### config.mk
export PLATFORM = sky130hd
export DESIGN_NAME = wkaddr_correlator
export DESIGN_NICKNAME = d
export VERILOG_FILES = /design/src/rtl/wkaddr_pkg.sv /design/src/rtl/wkaddr_sync.sv /design/src/rtl/wkaddr_baud.sv /design/src/rtl/wkaddr_frame.sv /design/src/rtl/wkaddr_correlator.sv
export SDC_FILE = /design/constraint.sdc
export NUM_CORES = 1
export LEC_CHECK = 0
export ABC_AREA = 1
export BUFFER_PORTS_ARGS = -buffer_cell sky130_fd_sc_hd__buf_2
export CORE_MARGIN = 10
export CORE_UTILIZATION = 30
export DETAILED_ROUTE_END_ITERATION = 10
export GPL_TIMING_DRIVEN = 1
export HOLD_SLACK_MARGIN = 0.12
export PLACE_DENSITY = 0.55
export SYNTH_ARGS = -nofsm -noshare
export SYNTH_HDL_FRONTEND = slang
export SYNTH_SLANG_ARGS = --single-unit
### constraint.sdc
create_clock -name clk -period 9.3 [get_ports clk]
set_clock_uncertainty 0.05 [all_clocks]
set_input_delay 1.86 -clock clk [delete_from_list [all_inputs] [get_ports clk]]
set_output_delay 1.86 -clock clk [all_outputs]
set_load 0.01 [all_outputs]
### src/rtl/wkaddr_pkg.sv
package wkaddr_pkg;

  typedef enum logic [1:0] {
    ST_IDLE,
    ST_CAL,
    ST_RECV
  } ctl_st_e;

  // calibration character: ten alternating levels, nine bit times between first and last edge
  localparam int CAL_EDGES = 10;
  localparam int CAL_BITS  = CAL_EDGES - 1;

  // rounded division of the measured span by the number of bit times it covers
  function automatic int unsigned bit_period(input int unsigned span);
    return (span + CAL_BITS / 2) / CAL_BITS;
  endfunction

endpackage

### src/rtl/wkaddr_sync.sv
module wkaddr_sync #(
  parameter int STAGES = 2
) (
  input  logic clk,
  input  logic rst_n,
  input  logic din,
  output logic dout,
  output logic fell,
  output logic rose
);
  logic [STAGES-1:0] sr;
  logic              prev;

  always_ff @(posedge clk or negedge rst_n) begin
    if (!rst_n) begin
      sr   <= '1;
      prev <= 1'b1;
    end else begin
      sr   <= {sr[STAGES-2:0], din};
      prev <= sr[STAGES-1];
    end
  end

  assign dout = sr[STAGES-1];
  assign fell = prev & ~dout;
  assign rose = ~prev & dout;
endmodule

### src/rtl/wkaddr_baud.sv
module wkaddr_baud
  import wkaddr_pkg::*;
#(
  parameter int CNT_W = 16
) (
  input  logic             clk,
  input  logic             rst_n,
  input  logic             en,
  input  logic             fell,
  input  logic             rose,
  output logic [CNT_W-1:0] period,
  output logic             cal_done
);
  logic             armed;
  logic [3:0]       edges;
  logic [CNT_W-1:0] span;
  logic             any_edge;

  assign any_edge = fell | rose;

  always_ff @(posedge clk or negedge rst_n) begin
    if (!rst_n) begin
      armed    <= 1'b0;
      edges    <= '0;
      span     <= '0;
      cal_done <= 1'b0;
      period   <= '0;
    end else if (!en) begin
      armed    <= 1'b0;
      edges    <= '0;
      span     <= '0;
      cal_done <= 1'b0;
    end else begin
      cal_done <= 1'b0;
      if (!armed) begin
        if (fell) begin
          armed <= 1'b1;
          edges <= 4'd1;
          span  <= '0;
        end
      end else begin
        span <= span + 1'b1;
        if (any_edge) begin
          edges <= edges + 1'b1;
          if (edges == 4'(CAL_EDGES - 1)) begin
            cal_done <= 1'b1;
            armed    <= 1'b0;
            period   <= CNT_W'(bit_period(32'(span) + 32'd1));
          end
        end
      end
    end
  end

  // the closing edge of the framed calibration character must be a rising one
  AST_CAL_ENDS_ON_RISE: assert property (@(posedge clk) disable iff (!rst_n)
    cal_done |-> $past(rose));
endmodule

### src/rtl/wkaddr_frame.sv
module wkaddr_frame #(
  parameter int CNT_W = 16
) (
  input  logic             clk,
  input  logic             rst_n,
  input  logic             en,
  input  logic             line,
  input  logic [CNT_W-1:0] period,
  output logic             byte_vld,
  output logic [7:0]       byte_out,
  output logic             stop_bad
);
  logic             busy;
  logic [3:0]       bidx;
  logic [CNT_W-1:0] tick;
  logic [7:0]       shreg;
  logic [CNT_W-1:0] target;
  logic             sample;

  assign target   = (bidx == 4'd0) ? (period >> 1) : period;
  assign sample   = busy && (tick == target - 1'b1);
  assign byte_out = shreg;

  always_ff @(posedge clk or negedge rst_n) begin
    if (!rst_n) begin
      busy     <= 1'b0;
      bidx     <= '0;
      tick     <= '0;
      shreg    <= '0;
      byte_vld <= 1'b0;
      stop_bad <= 1'b0;
    end else if (!en) begin
      busy     <= 1'b0;
      bidx     <= '0;
      tick     <= '0;
      byte_vld <= 1'b0;
    end else begin
      byte_vld <= 1'b0;
      if (!busy) begin
        if (!line) begin
          busy <= 1'b1;
          bidx <= '0;
          tick <= '0;
        end
      end else if (sample) begin
        tick <= '0;
        if (bidx == 4'd0) begin
          if (line) busy <= 1'b0;
          else      bidx <= 4'd1;
        end else if (bidx == 4'd9) begin
          byte_vld <= 1'b1;
          stop_bad <= ~line;
          busy     <= 1'b0;
        end else begin
          shreg <= {line, shreg[7:1]};
          bidx  <= bidx + 1'b1;
        end
      end else begin
        tick <= tick + 1'b1;
      end
    end
  end

  AST_BYTE_SINGLE_CYCLE: assert property (@(posedge clk) disable iff (!rst_n)
    byte_vld |=> !byte_vld);
  AST_SILENT_WHEN_OFF: assert property (@(posedge clk) disable iff (!rst_n)
    !en |=> !byte_vld);
endmodule

### src/rtl/wkaddr_correlator.sv
module wkaddr_correlator
  import wkaddr_pkg::*;
#(
  parameter  int MAX_FRAMES  = 8,
  parameter  int CNT_W       = 16,
  parameter  int SYNC_STAGES = 2,
  localparam int ADDR_W      = 8 * MAX_FRAMES,
  localparam int FIDX_W      = $clog2(MAX_FRAMES)
) (
  input  logic              clk,
  input  logic              rst_n,
  input  logic              start_i,
  input  logic              rxd_i,
  input  logic [ADDR_W-1:0] node_addr_i,
  input  logic [FIDX_W-1:0] frames_m1_i,
  output logic              wake_irq_o,
  output logic              done_o,
  output logic              mismatch_o
);
  ctl_st_e           state;
  logic [FIDX_W-1:0] fidx;
  logic              miss;

  logic              line, fell, rose;
  logic [CNT_W-1:0]  period;
  logic              cal_done;
  logic              rx_vld, rx_stop_bad;
  logic [7:0]        rx_byte;
  logic [7:0]        want;
  logic              byte_ne, last_frame;

  wkaddr_sync #(.STAGES(SYNC_STAGES)) u_sync (
    .clk(clk), .rst_n(rst_n), .din(rxd_i), .dout(line), .fell(fell), .rose(rose)
  );

  wkaddr_baud #(.CNT_W(CNT_W)) u_baud (
    .clk(clk), .rst_n(rst_n), .en((state == ST_CAL) && !start_i),
    .fell(fell), .rose(rose), .period(period), .cal_done(cal_done)
  );

  wkaddr_frame #(.CNT_W(CNT_W)) u_frame (
    .clk(clk), .rst_n(rst_n), .en(state == ST_RECV), .line(line), .period(period),
    .byte_vld(rx_vld), .byte_out(rx_byte), .stop_bad(rx_stop_bad)
  );

  assign want       = node_addr_i[{fidx, 3'b000} +: 8];
  assign byte_ne    = (rx_byte != want);
  assign last_frame = (fidx == frames_m1_i);

  always_ff @(posedge clk or negedge rst_n) begin
    if (!rst_n) begin
      state      <= ST_IDLE;
      fidx       <= '0;
      miss       <= 1'b0;
      wake_irq_o <= 1'b0;
      done_o     <= 1'b0;
      mismatch_o <= 1'b0;
    end else begin
      wake_irq_o <= 1'b0;
      done_o     <= 1'b0;
      mismatch_o <= 1'b0;
      if (start_i) begin
        state <= ST_CAL;
        fidx  <= '0;
        miss  <= 1'b0;
      end else begin
        case (state)
          ST_CAL: if (cal_done) state <= ST_RECV;
          ST_RECV: begin
            if (rx_vld) begin
              if (rx_stop_bad) begin
                done_o     <= 1'b1;
                mismatch_o <= 1'b1;
                state      <= ST_IDLE;
              end else if (last_frame) begin
                done_o     <= 1'b1;
                wake_irq_o <= ~(miss | byte_ne);
                mismatch_o <= miss | byte_ne;
                state      <= ST_IDLE;
              end else begin
                fidx <= fidx + 1'b1;
                miss <= miss | byte_ne;
              end
            end
          end
          default: ;
        endcase
      end
    end
  end

  AST_ONE_VERDICT: assert property (@(posedge clk) disable iff (!rst_n)
    done_o |-> ($countones({wake_irq_o, mismatch_o}) == 1));
  AST_VERDICT_NEEDS_DONE: assert property (@(posedge clk) disable iff (!rst_n)
    (wake_irq_o || mismatch_o) |-> done_o);
  AST_DONE_PULSE: assert property (@(posedge clk) disable iff (!rst_n)
    done_o |=> !done_o);
  AST_IRQ_FOLLOWS_BYTE: assert property (@(posedge clk) disable iff (!rst_n)
    wake_irq_o |-> $past(rx_vld));
  AST_FRAME_BOUND: assert property (@(posedge clk) disable iff (!rst_n)
    (state == ST_RECV) |-> (fidx <= frames_m1_i));
  AST_RESTART_QUIET: assert property (@(posedge clk) disable iff (!rst_n)
    start_i |=> !done_o);
endmodule

==> flow_summary.toml, run 1 <==
[yosys]
synth_mux_area_frac = 0
avgSynthCellArea_um2 = 6.60
synth_top_family_by_area = "simple AND/OR/NAND/NOR gates"
seq_area_frac_synth = 0.277
ys_types = 51
synth_top_area_cell = "dfrtp_1"
synth_fa_ha_area_frac = 0.0259
synthSimpleGateAreaFrac = 0.402
synth.area.top_cells = "dfrtp_1, nand2_1, inv_1"
synth_compound_area_frac = 0.138
ys_warn_count = 0
synth.ff_latch_count = 80
synth_xor_area_frac = 0.0580
synth_nets = 1183
synth_area_mm2 = 0.00724
synth_top_cell_area_share = 0.266
syn_inst = 1097

[cts]
cts.clk_slew.worst_paths_ns = 0.06
ctsResizeCount = 0
clock_latency_ns = 0.34
cts_buffer_depth = 2
postCtsHoldBufs = 0
post_cts_buffers = 0
htree_num_levels = 3
numCtsBuffers = 9
cts.sinks = 80
tritoncts = "built"
cts_root_buffer = "clkbuf_16"

[final_layout]
nNetsFinal = 1249
synthToLayoutAreaGrowth_pct = 13.8
stdcell_area_mm2 = 0.00824
n_fill_cell = 2552
antenna_cells = 0
utilization = 0.349
drive_gt1_frac = 0.183

[setup_path]
crit_path_max_incr_delay_ns = 0.44
critPathKind = "reg2reg"
worst-path-max-fanout = 7
cp_data_arrival_time_ns = 7.82
crit_path_frequent_cell = "nand2_2"
worstSetupStartpointType = "flip-flop"
crit_required_ns = 9.48
slowest_stage = "dfrtp_1"
crit_path_end_kind = "flip-flop"

[detailed_routing]
drc_errors = 0
dr_wl_met3_um = 1140
dr.pass1.iters = 5
drtIter0Drc = 390
routed_wl_um = 18000
wl_met2_um = 8020
maxUsedRoutingLayer = "met4"
ant_nets = 0
vias_per_cell = 4.74
wire_per_inst_um = 12.1
wl_met1_um = 8600
num_vias = 7043

[timing]
setup_violations = 0
rsz0062_at_grt = "no"
fin_crit_sh = 0.822
fmax_mhz = 131
fin_tns_setup_ns = 0
maxSlewViolCount = 0
relSlewSlack = 0.349
tightest_slew_ns = 0.974
hold_violations = 0
min_period_ns = 7.65

[die]
core-area_mm2 = 0.0236
die-width_um = 175
ios = 74
start_util = 0.307
dieArea_mm2 = 0.0308
die_h_um = 175
num_rows = 56

[placement]
place_area_mm2 = 0.00796
numPortBuffers = 73
place.gp.congestion = 0.806
dp_hpwl_um = 14000

[flow_run]
cap_violations = 0

[status]
status = "complete, no violations"

[power_and_ir_drop]
finalPower_w = 0.000838
leakage_nw = 3.83
vdd_drop_max_mv = 0.0929
cellPowerDensity_mw_per_mm2 = 102

[global_routing]
grt_max_degree = 45
antenna_found_initial = 0
grt_overflow_total = 0
grt_pass1_wl_um = 30900
grtUsageTotal = 0.116
grt_pass1_vias = 6771

[min_path]
hp-class = "reg2reg"
Yosys cell counts (all sizes together):
| master | number |
|---|---|
| or4 | 1 |
| nand3b | 5 |
| inv | 160 |
| a22oi | 1 |
| a211oi | 2 |
| o21a | 1 |
| nor3b | 9 |
| o221ai | 5 |
| nand2 | 294 |
| or2 | 6 |
| ha | 15 |
| o21bai | 4 |
| o41ai | 1 |
| nand4 | 33 |
| nor4 | 4 |
| buf | 1 |
| a21boi | 1 |
| dfrtp | 77 |
| nand3 | 91 |
| xor2 | 32 |
| and3 | 3 |
| a2111oi | 1 |
| a21o | 2 |
| nor3 | 19 |
| dfstp | 3 |
| clkbuf | 20 |
| a221oi | 1 |
| o21ai | 105 |
| o32ai | 1 |
| a21oi | 20 |
| o2111ai | 1 |
| xnor2 | 13 |
| o22ai | 26 |
| nor2 | 128 |
| clkinv | 8 |
| o211ai | 3 |
report_power, final:
part | internal, W | total, W | switching (W)
registers | 0.000361 | 0.000369 | 0.00000819
logic | 0.0000396 | 0.000115 | 0.0000755
clock network | 0.000207 | 0.000354 | 0.000148
total | 0.000607 | 0.000838 | 0.000231
logic make-up (layout without fill, tap and decap cells):
| family | after synthesis | in the layout |
|---|---|---|
| AO/OA/AOI/OAI | 175 | 175 |
| XOR/XNOR | 45 | 45 |
| adder cells (fa/ha/maj) | 15 | 15 |
| buffers and inverters | 189 | 259 |
| flip-flops | 80 | 80 |
| AND/OR/NAND/NOR | 593 | 593 |
path summary, 6_finish.rpt:
| kind | startpoint | endpoint | slack (ns) | cells past startpoint |
|---|---|---|---|---|
| setup / recovery | u_baud.span[0]$_DFFE_PN0P_ | u_baud.period[0]$_DFFE_PN0P_ | 1.65 | 69 |
| hold / removal | u_sync.sr[0]$_DFF_PN1_ | u_sync.sr[1]$_DFF_PN1_ | 0.31 | 0 |
| setup reg to reg | u_baud.span[0]$_DFFE_PN0P_ | u_baud.period[0]$_DFFE_PN0P_ | 1.65 | 69 |
| hold reg to reg | u_sync.sr[0]$_DFF_PN1_ | u_sync.sr[1]$_DFF_PN1_ | 0.31 | 0 |
| max in group asynchronous | rst_n | u_baud.span[5]$_DFFE_PN0P_ | 6.78 | 2 |
| min in group asynchronous | rst_n | u_frame.tick[14]$_DFFE_PN0N_ | 1.43 | 1 |
per-stage QoR:
stage	hold WS (ns)	worst slack [ns]	std cells
floorplan	0.295	2.61	1097
CTS	0.313	1.57	1486
finish	0.309	1.65	1486
global placement	0.297	1.70	1471
detailed placement	0.301	1.63	1471
global route	0.317	0.589	1486
layer usage:
| layer | global-route usage | up-vias |
|---|---|---|
| li1 | - | 3712 |
| met1 | 0.148 | 3158 |
| met2 | 0.191 | 152 |
| met3 | 0.0262 | 21 |
| met4 | 0.0336 | 0 |
| met5 | 0 | - |
worst max-delay path: cells and delay by family (launching register included):
kind                       cells  cell delay, ns
adders and majority gates      3            0.66
buffers and inverters          6            0.30
DFF                            1            0.44
and+or+nand+nor               60            5.98
area by class of cell:
class | count | area (µm²) | area share
Clock inverter | 5 | 58.8 | 0.00713
Multi-Input combinational cell | 828 | 4530 | 0.549
Sequential cell | 80 | 2010 | 0.243
Timing Repair Buffer | 76 | 390 | 0.0474
Tap cell | 319 | 399 | 0.0484
Clock buffer | 10 | 229 | 0.0278
Inverter | 168 | 636 | 0.0771
cells in the final DEF (no fill, tap or decap), types with 2 or more instances in the layout:
cell type / netlist / routed
nor2_4: 9 / 9
or2_2: 6 / 6
nand3_2: 12 / 12
inv_4: 2 / 2
nand2_1: 238 / 238
inv_2: 17 / 17
inv_1: 141 / 141
buf_4: 0 / 4
nand4_1: 29 / 29
clkinv_1: 8 / 8
buf_2: 1 / 72
a211oi_1: 2 / 2
nor2_1: 111 / 110
a21o_1: 2 / 2
o21bai_1: 3 / 3
nand2_4: 11 / 11
dfstp_2: 3 / 3
xor2_1: 30 / 30
o221ai_1: 5 / 5
o22ai_1: 26 / 26
xnor2_1: 13 / 13
nand3b_1: 5 / 5
nor2_2: 8 / 9
a21oi_1: 19 / 19
dfrtp_1: 77 / 77
clkbuf_16: 0 / 9
o21ai_0: 92 / 92
clkinvlp_4: 0 / 2
nand2_2: 45 / 45
nor4_1: 4 / 4
and3_1: 3 / 3
ha_1: 15 / 15
o21ai_1: 12 / 12
o211ai_1: 3 / 3
nor3_1: 19 / 19
nor3b_1: 9 / 9
nand4_2: 4 / 4
nand3_1: 78 / 78
registers in the layout (all words and copies together), names as in the netlist:
name	flops
fidx	3
wake_irq_o	1
u_sync.prev	1
u_sync.sr	2
u_frame.tick	16
u_baud.span	16
u_frame.busy	1
miss	1
done_o	1
u_frame.byte_out	8
u_baud.period	15
u_baud.edges	4
u_baud.cal_done	1
u_frame.stop_bad	1
state	2
u_frame.bidx	4
u_frame.byte_vld	1
u_baud.armed	1
mismatch_o	1
No activity file was read; power rests on OpenSTA's default activity.
==> run 2: changes to the inputs <==
--- a/config.mk
+++ b/config.mk
@@ -12,7 +12,7 @@
 export DETAILED_ROUTE_END_ITERATION = 10
 export GPL_TIMING_DRIVEN = 1
 export HOLD_SLACK_MARGIN = 0.12
-export PLACE_DENSITY = 0.55
+export PLACE_DENSITY = 0.57
 export SYNTH_ARGS = -nofsm -noshare
 export SYNTH_HDL_FRONTEND = slang
 export SYNTH_SLANG_ARGS = --single-unit
==> constraint.sdc (replaced) <==
create_clock -name clk -period 6.1 [get_ports clk]
set_clock_uncertainty 0.05 [all_clocks]
set_input_delay 1.22 -clock clk [delete_from_list [all_inputs] [get_ports clk]]
set_output_delay 1.22 -clock clk [all_outputs]
set_load 0.01 [all_outputs]
==> run 2 against run 1 <==
Against the previous run: global-route usage increased by 1.4 points; largest cell class unchanged; count of clock-buffer cells in the layout unchanged; sequential power increased by 52%; worst setup slack got worse by 3.0 ns; non-clock buffer count increased by 194; the run now ends with setup timing left; final cell count increased by 13%; total power grew 54%.
==> flow_summary.toml, run 2 (synthesis results as in run 1) <==
[setup_path]
crit_required_ns = 6.27
startpoint = "u_baud.span[0]$_DFFE_PN0P_"
slowest_stage = "dfrtp_1"
worst-r2r-cell-count = 64
crit_path_max_incr_delay_ns = 0.42
crit_path_end_kind = "flip-flop"
crit_end = "u_baud.period[8]$_DFFE_PN0P_"
cp_data_arrival_time_ns = 7.59
r2r_start = "u_baud.span[0]$_DFFE_PN0P_"
worstSetupStartpointType = "flip-flop"
crit_path_frequent_cell = "buf_4"
r2r_slack_ns = -1.32
critPathKind = "reg2reg"
crit-reg2reg-capture = "u_baud.period[8]$_DFFE_PN0P_"
worst-path-max-fanout = 4

[global_routing]
grt_pass1_wl_um = 34400
grtUsageTotal = 0.130
grt_max_degree = 53
grt_pass1_vias = 7400
grt_overflow_total = 0
antenna_found_initial = 0

[final_layout]
layout_commonest_cell = "nand2_1"
biggestRegsByFlops = "u_baud.span (16), u_frame.tick (16), u_baud.period (15)"
seq_area_mm2 = 0.00201
final_cells = 1681
antenna_cells = 0
n_fill_cell = 2411
mostFrequentLayoutCells = "nand2_1, buf_4, inv_1"
drive_gt1_frac = 0.366
nNetsFinal = 1443
multiInputGateArea_mm2 = 0.00511
synthToLayoutAreaGrowth_pct = 42.5

[timing]
rsz0062_at_grt = "yes"
worst_slack_ns = -1.32
fmax_mhz = 135
tightest_slew_ns = 0.925
relSlewSlack = 0.383
maxSlewViolCount = 0
hold_violations = 0
min_period_ns = 7.42
setup_violations = 5
fin_crit_sh = 1.22

[detailed_routing]
num_vias = 7840
routed_wl_um = 21100
dr.pass1.iters = 4
vias_per_cell = 4.66
wire_per_inst_um = 12.6
ant_nets = 0
drtIter0Drc = 397
drc_errors = 0

[power_and_ir_drop]
finalPower_w = 0.00129
leakage_nw = 5.08
vdd_drop_max_mv = 0.120
cellPowerDensity_mw_per_mm2 = 125

[die]
dieArea_mm2 = 0.0308
ios = 74
num_rows = 56
start_util = 0.307
die_h_um = 175
die-width_um = 175
core-area_mm2 = 0.0236

[placement]
dp_hpwl_um = 15000
dp_slack_ns = -1.04
numPortBuffers = 73
dpl.cell_count = 1599
place.gp.congestion = 0.867

[cts]
numCtsBuffers = 9
postCtsHoldBufs = 0
htree_num_levels = 3
cts_buffer_depth = 2
clock_latency_ns = 0.35
cts_root_buffer = "clkbuf_16"
tritoncts = "built"
cts.clk_slew.worst_paths_ns = 0.07
cts.sinks = 80

[status]
violations = "setup timing"
status = "complete, but fails checks"

[flow_run]
cap_violations = 0

[min_path]
hp-class = "reg2reg"
hold_start = "u_sync.sr[0]$_DFF_PN1_"
-- run 2: cell type report --
| type | count | share of cell area |
|---|---|---|
| Clock buffer | 10 | 0.0232 |
| Clock inverter | 6 | 0.00497 |
| Inverter | 168 | 0.0627 |
| Multi-Input combinational cell | 828 | 0.495 |
| Sequential cell | 80 | 0.194 |
| Tap cell | 319 | 0.0387 |
| Timing Repair Buffer | 270 | 0.181 |
-- run 2: repair_timing --
action / 4_1_cts / 5_1_grt
setup buffers: 44 / 22
resized for setup: 41 / 96
pin swaps: 28 / 56
endpoints found under the setup margin: 3 / 6
-- run 2: per-stage QoR --
step	area (µm²)	hold slack, ns	utilization	setup TNS [ns]
2_1_floorplan	7290	0.295	-	-0.873
3_3_place_gp	8960	0.298	0.380	-1.54
3_5_place_dp	8960	0.298	0.380	-2.25
4_1_cts	9780	0.308	0.414	-2.73
5_1_grt	10300	0.315	0.437	-6.69
6_report	10300	0.307	0.437	-4.18
-- run 2: worst min-delay path by stage --
stage,cells past startpoint,endpoint
final,0,u_sync.sr[1]$_DFF_PN1_
after global placement,0,u_sync.sr[1]$_DFF_PN1_
after CTS,0,u_sync.sr[1]$_DFF_PN1_
after detailed placement,0,u_sync.sr[1]$_DFF_PN1_
after global routing,0,u_sync.sr[1]$_DFF_PN1_
after floorplan,0,u_sync.sr[1]$_DFF_PN1_
-- run 2: power by group --
group | switching, W | internal (W)
clock network | 0.000247 | 0.000293
logic | 0.000122 | 0.0000670
registers | 0.0000128 | 0.000549
total | 0.000382 | 0.000909
-- run 2: per-layer routing --
metal | GRT usage | wire length (µm) | up-vias
li1 | - | - | 4100
met1 | 0.163 | 9710 | 3591
met2 | 0.226 | 10100 | 130
met3 | 0.0272 | 1040 | 19
met4 | 0.0233 | 220 | 0
met5 | 0 | 0 | -
-- run 2: worst max-delay path, delay by kind of cell (launching register included) --
family	cells	cell delay, ns
buffers and inverters	31	3.68
adder cells (fa/ha/maj)	1	0.20
AO/OA/AOI/OAI	1	0.07
AND/OR/NAND/NOR	31	2.85
flip-flops	1	0.42
